**config.mk**
```make
export PLATFORM = sky130hd
export DESIGN_NAME = periodic_timer
export DESIGN_NICKNAME = d
export VERILOG_FILES = /design/src/rtl/timer_pkg.sv /design/src/rtl/tmr_tick_gen.sv /design/src/rtl/tmr_core.sv /design/src/rtl/tmr_irq.sv /design/src/rtl/periodic_timer.sv
export SDC_FILE = /design/constraint.sdc
export NUM_CORES = 1
export LEC_CHECK = 0
export BUFFER_PORTS_ARGS = -buffer_cell sky130_fd_sc_hd__clkbuf_2
export CAP_MARGIN = 30
export CORE_AREA = 2 2 118 120
export CTS_CLUSTER_DIAMETER = 120
export DETAILED_ROUTE_END_ITERATION = 8
export DIE_AREA = 0 0 120 122
export PLACE_DENSITY_LB_ADDON = 0.25
export SLEW_MARGIN = 20
export SYNTH_ARGS = -nofsm -noshare
export SYNTH_HDL_FRONTEND = slang
export SYNTH_SLANG_ARGS = --single-unit
export TNS_END_PERCENT = 10
```
**constraint.sdc**
```tcl
create_clock -name clk_i -period 3.8 [get_ports clk_i]
set_input_delay 0.76 -clock clk_i [delete_from_list [all_inputs] [get_ports clk_i]]
set_output_delay 0.76 -clock clk_i [all_outputs]
set_load 0.02 [all_outputs]
```
**src/rtl/timer_pkg.sv**
```systemverilog
package timer_pkg;
  localparam int ADDR_W = 3;

  localparam logic [ADDR_W-1:0] A_PERIOD = 3'd0;
  localparam logic [ADDR_W-1:0] A_CTRL   = 3'd1;
  localparam logic [ADDR_W-1:0] A_COUNT  = 3'd2;
  localparam logic [ADDR_W-1:0] A_MASK   = 3'd3;
  localparam logic [ADDR_W-1:0] A_RAW    = 3'd4;
  localparam logic [ADDR_W-1:0] A_MASKED = 3'd5;
  localparam logic [ADDR_W-1:0] A_ACK    = 3'd6;

  localparam logic [1:0] OP_STOP = 2'd0;
  localparam logic [1:0] OP_LOAD = 2'd1;
  localparam logic [1:0] OP_RUN  = 2'd2;

  localparam logic [1:0] FQ_OFF  = 2'd0;
  localparam logic [1:0] FQ_FULL = 2'd1;
  localparam logic [1:0] FQ_SLOW = 2'd2;
endpackage

```
**src/rtl/tmr_tick_gen.sv**
```systemverilog
module tmr_tick_gen
  import timer_pkg::*;
#(
  parameter int PRESCALE = 4
) (
  input  logic       clk_i,
  input  logic       rst_ni,
  input  logic [1:0] freq_i,
  output logic       tick_o
);
  localparam int PW = (PRESCALE > 1) ? $clog2(PRESCALE) : 1;

  logic slow_tick;

  generate
    if (PRESCALE > 1) begin : g_pre
      logic [PW-1:0] pre_q;
      always_ff @(posedge clk_i or negedge rst_ni) begin
        if (!rst_ni)                          pre_q <= '0;
        else if (pre_q == PW'(PRESCALE - 1))  pre_q <= '0;
        else                                  pre_q <= pre_q + PW'(1);
      end
      assign slow_tick = (pre_q == PW'(PRESCALE - 1));
    end else begin : g_nopre
      assign slow_tick = 1'b1;
    end
  endgenerate

  always_comb begin
    case (freq_i)
      FQ_FULL: tick_o = 1'b1;
      FQ_SLOW: tick_o = slow_tick;
      default: tick_o = 1'b0;
    endcase
  end
endmodule

```
**src/rtl/tmr_core.sv**
```systemverilog
module tmr_core #(
  parameter int W = 32
) (
  input  logic         clk_i,
  input  logic         rst_ni,
  input  logic         tick_i,
  input  logic         load_i,
  input  logic         run_i,
  input  logic         stop_i,
  input  logic [W-1:0] period_i,
  output logic [W-1:0] count_o,
  output logic         running_o,
  output logic         expire_o
);
  logic [W-1:0] count_q;
  logic         running_q;

  // a count of 0 or 1 ends the period on this tick
  assign expire_o = running_q & tick_i & (count_q <= W'(1));

  always_ff @(posedge clk_i or negedge rst_ni) begin
    if (!rst_ni)     running_q <= 1'b0;
    else if (stop_i) running_q <= 1'b0;
    else if (run_i)  running_q <= 1'b1;
  end

  always_ff @(posedge clk_i or negedge rst_ni) begin
    if (!rst_ni)                  count_q <= '0;
    else if (load_i)              count_q <= period_i;
    else if (expire_o)            count_q <= period_i;
    else if (running_q && tick_i) count_q <= count_q - W'(1);
  end

  assign count_o   = count_q;
  assign running_o = running_q;
endmodule

```
**src/rtl/tmr_irq.sv**
```systemverilog
module tmr_irq (
  input  logic clk_i,
  input  logic rst_ni,
  input  logic set_i,
  input  logic ack_i,
  input  logic mask_we_i,
  input  logic mask_d_i,
  output logic raw_o,
  output logic mask_o,
  output logic irq_o
);
  logic raw_q, mask_q;

  // set has priority over acknowledge
  always_ff @(posedge clk_i or negedge rst_ni) begin
    if (!rst_ni)    raw_q <= 1'b0;
    else if (set_i) raw_q <= 1'b1;
    else if (ack_i) raw_q <= 1'b0;
  end

  always_ff @(posedge clk_i or negedge rst_ni) begin
    if (!rst_ni)        mask_q <= 1'b0;
    else if (mask_we_i) mask_q <= mask_d_i;
  end

  assign raw_o  = raw_q;
  assign mask_o = mask_q;
  assign irq_o  = raw_q & mask_q;
endmodule

```
**src/rtl/periodic_timer.sv**
```systemverilog
module periodic_timer
  import timer_pkg::*;
#(
  parameter int W        = 32,
  parameter int PRESCALE = 4
) (
  input  logic              clk_i,
  input  logic              rst_ni,
  input  logic              we_i,
  input  logic [ADDR_W-1:0] addr_i,
  input  logic [W-1:0]      wdata_i,
  output logic [W-1:0]      rdata_o,
  output logic              irq_o
);
  logic [W-1:0] period_q, count;
  logic [1:0]   freq_q, op;
  logic         wr_period, wr_ctrl, wr_mask, wr_ack;
  logic         load_cmd, run_cmd, stop_cmd, ack_hit;
  logic         tick, expire, running, raw, mask;

  assign wr_period = we_i && (addr_i == A_PERIOD);
  assign wr_ctrl   = we_i && (addr_i == A_CTRL);
  assign wr_mask   = we_i && (addr_i == A_MASK);
  assign wr_ack    = we_i && (addr_i == A_ACK);

  assign op       = wdata_i[1:0];
  assign load_cmd = wr_ctrl && (op == OP_LOAD);
  assign run_cmd  = wr_ctrl && (op == OP_RUN);
  assign stop_cmd = wr_ctrl && (op != OP_LOAD) && (op != OP_RUN);
  assign ack_hit  = wr_ack && wdata_i[0];

  always_ff @(posedge clk_i or negedge rst_ni) begin
    if (!rst_ni)        period_q <= '0;
    else if (wr_period) period_q <= wdata_i;
  end

  always_ff @(posedge clk_i or negedge rst_ni) begin
    if (!rst_ni)      freq_q <= FQ_OFF;
    else if (wr_ctrl) freq_q <= wdata_i[3:2];
  end

  tmr_tick_gen #(.PRESCALE(PRESCALE)) u_tick (
    .clk_i  (clk_i),
    .rst_ni (rst_ni),
    .freq_i (freq_q),
    .tick_o (tick)
  );

  tmr_core #(.W(W)) u_core (
    .clk_i     (clk_i),
    .rst_ni    (rst_ni),
    .tick_i    (tick),
    .load_i    (load_cmd),
    .run_i     (run_cmd),
    .stop_i    (stop_cmd),
    .period_i  (period_q),
    .count_o   (count),
    .running_o (running),
    .expire_o  (expire)
  );

  tmr_irq u_irq (
    .clk_i     (clk_i),
    .rst_ni    (rst_ni),
    .set_i     (expire),
    .ack_i     (ack_hit),
    .mask_we_i (wr_mask),
    .mask_d_i  (wdata_i[0]),
    .raw_o     (raw),
    .mask_o    (mask),
    .irq_o     (irq_o)
  );

  always_comb begin
    case (addr_i)
      A_PERIOD: rdata_o = period_q;
      A_CTRL:   rdata_o = W'({freq_q, 1'b0, running});
      A_COUNT:  rdata_o = count;
      A_MASK:   rdata_o = W'(mask);
      A_RAW:    rdata_o = W'(raw);
      A_MASKED: rdata_o = W'(raw & mask);
      default:  rdata_o = '0;
    endcase
  end
endmodule

```
==> metrics <==
drt wl/cell=17.5 µm; RSZ-0062 raised after global routing=false; Ys Warns=0; Final Skew=roughly 0.009 ns; Setup TNS=0 ns; leakage power=roughly 2.1 nW; Worst-path clk slew=around 0.060 ns; placed cells=about 660; post-route clock period utilization=a little over four fifths; number of flops mapped to enable cells by yosys=0; final setup fails=0; worst min-delay path class=primary input to asynchronous set/reset pin; post-synthesis cell type count=57; Logic pwr share=a little over a fifth; initial antenna violation count=0; Flop pwr share=between 40 and 50%; Routability Congestion=between 0.8 and 0.9; Sw Share=a little under a third; DP Worst Slack=around 0.59 ns; share of the synthesized area in the top cell type=43.7%; Routed Antenna Nets=0; critical path's largest stage delay=roughly 0.5 ns; Reg-to-Reg Start=u_core.count_o[18]; Peak Freq=approximately 0.31 GHz; VDD IR max=around 0.00020 V; R2R depth=7; Detailed Route Iter0 Violations=262; Slew Viols, Final=0; RR Endpoint=u_core.count_o[25]; Arr. time, crit path=about 2.4 ns; Crit path required time=3.04 ns; Synth Cell Area=slightly above 4000 µm²; cts bufs inserted=9; Max FO, Critical Path=17; Setup crit start kind=primary input; ranking of synthesized cells by area=dfrtp_1, mux2_2, a22o_1; GR Overflow Total=0; top_reg_cell synth=dfrtp_1; Port-buffer cells=70; final core utilization=36.7%; Post-CTS Resized=0; Final WS setup=0.623 ns; leading area contributor after synthesis=dfrtp_1; max-cap violations=0; Die H=122 µm; Net Count, Synth=468; Layout Cells excl Fill=~680; final instance area=4950 µm²; switching pwr=approximately 0.77 mW; Worst Setup End Kind=output pin; total power=2.44 mW; diode count=0; Die ar.=roughly 15000 µm²; Post-DP Area=4660 µm²; CP delay by family, top=buffers and inverters; P_int=between 1.5 and 2 mW; CTS max path bufs=2; setup bufs post-CTS=0; clk root buf=clkbuf_16; largest net degree at the start of global routing=30; WHS=0.390 ns; stages on the worst setup path=6; Critical Path, Cell by Cell=clkbuf_2, nand2b_1, nor2_2, buf_4, a22o_1, clkbuf_2; WL final=about 12 mm; share of cells above drive strength 1=~30%; Final #Nets=between 500 and 600; R2R setup slack=0.64 ns; CTS tree=done; vias in the first global route=~3700; chip width=120 µm; DP Wirelength=around 8.5 mm; fin crit period=~3.2 ns; number of primary I/O pins=slightly above 70; CTS H-tree lvls=3; CP Buf/Inv Count=3; Gate Count Post-Synth=425; clock share of power=34.8%; Core Rows=43; Via-to-Cell Ratio=between 5 and 6; Power Density=~500 nW/µm²; DRC violations left=0; cts hold-fix bufs=0; Seq/Total Area, Yosys=between 40% and 50%; Initial Util=30.1%; final hold vios=0; Skew-Pair Late Insertion Delay=about 0.34 ns; first-pass iteration count of the detailed router=4; syn_area_per_cell=9.56 µm²; critical path class=primary input to output pin; critical path's slowest cell=nor2_2; first-pass GRT wire length=19.3 mm; Clock Sinks=just over 70; all-layer global routing usage=between 15 and 20%; post-synthesis sequential element count=71; Top cell by count, worst path=clkbuf_2; FFs w/ async S/R, synth=100%; Worst Tran Pin Value=~0.75 ns; Area growth syn-to-layout=22.0%; status=finished clean; DR vias=approximately 3600; core area=roughly 14000 µm²; Max transition margin=49.7%
[flip-flops by register name, indices dropped and copies added, names as in the netlist]
name and count:
period_q 32, u_core.count_o 32, freq_q 2, u_tick.g_pre.pre_q 2
u_core.running_o 1, u_irq.mask_o 1, u_irq.raw_o 1
[power groups by stage]
stage,combinational (mW),clock [mW],sequential [mW]
6_report,0.513,0.849,1.07
5_1_grt,0.574,0.897,1.10
4_1_cts,0.516,0.868,1.07
3_5_place_dp,0.512,0,1.09
3_3_place_gp,0.500,0,1.08
2_1_floorplan,0.365,0,1.03
[routing by layer]
metal,share of wire [%],global-route usage [%],vias to the layer above
met1,48,23.3,1776
met3,5.0,4.26,13
met4,1.5,5.81,0
met2,46,26.1,98
li1,-,-,1733
met5,0,0,-
[final cells by class]
cell class	count	area [µm²]
Sequential cell	71	1780
Multi-Input combinational cell	307	2100
Clock inverter	3	42.5
Fill cell	1377	8550
Inverter	14	52.6
Timing Repair Buffer	89	505
Tap cell	180	225
Clock buffer	13	250
[cell usage in the layout, fill, tap and decap left out, types with 4 or more instances in the layout]
| master | count |
|---|---|
| dfrtp_1 | 71 |
| clkbuf_2 | 69 |
| mux2_2 | 34 |
| nand2_1 | 31 |
| a22o_1 | 29 |
| o21ai_0 | 29 |
| nor2_1 | 25 |
| buf_4 | 18 |
| nand3_1 | 16 |
| nor3_1 | 15 |
| inv_1 | 14 |
| a21oi_1 | 13 |
| nor4_1 | 13 |
| clkbuf_16 | 9 |
| nand4_1 | 8 |
| a31oi_1 | 7 |
| nor2b_1 | 5 |
| a22oi_1 | 5 |
| ha_1 | 5 |
| and2_1 | 4 |
| a2bb2oi_1 | 4 |
| or4_1 | 4 |
[Yosys cell counts, types with 3 or more instances]
cell type	instances
nor2b_1	5
o21ai_0	29
mux2_2	34
inv_1	14
clkbuf_1	23
or4_1	4
nand3_1	16
buf_2	3
a21oi_1	13
o211ai_1	3
nor3_1	16
nand2b_1	3
a22o_1	29
o31ai_1	3
nand2_1	31
a22oi_1	5
and2_1	4
nor2_1	26
dfrtp_1	71
nor4_1	13
mux2i_1	3
nand4_1	8
a2bb2oi_1	4
o311ai_0	3
ha_1	5
buf_1	5
a31oi_1	7
a221o_1	3
[cells by family (layout without fill, tap and decap cells)]
logic type | count (synthesis) | after routing | share of synthesized area [%]
adders and majority gates | 5 | 5 | 1.54
muxes | 37 | 37 | 10.2
buffers and inverters | 47 | 119 | 4.71
AOI/OAI and AO/OA | 121 | 121 | 21.3
DFF | 71 | 71 | 43.7
and+or+nand+nor | 144 | 144 | 18.5
[how the worst max path moves through the flow]
| stage | from | endpoint |
|---|---|---|
| after global routing | u_core.count_o[18] | u_core.count_o[28] |
| after detailed placement | addr_i[0] | rdata_o[15] |
| after floorplan | addr_i[1] | rdata_o[14] |
| final | addr_i[0] | rdata_o[1] |
| after global placement | addr_i[0] | rdata_o[15] |
| after CTS | addr_i[0] | rdata_o[15] |
Power figures use the tool's default switching activity.
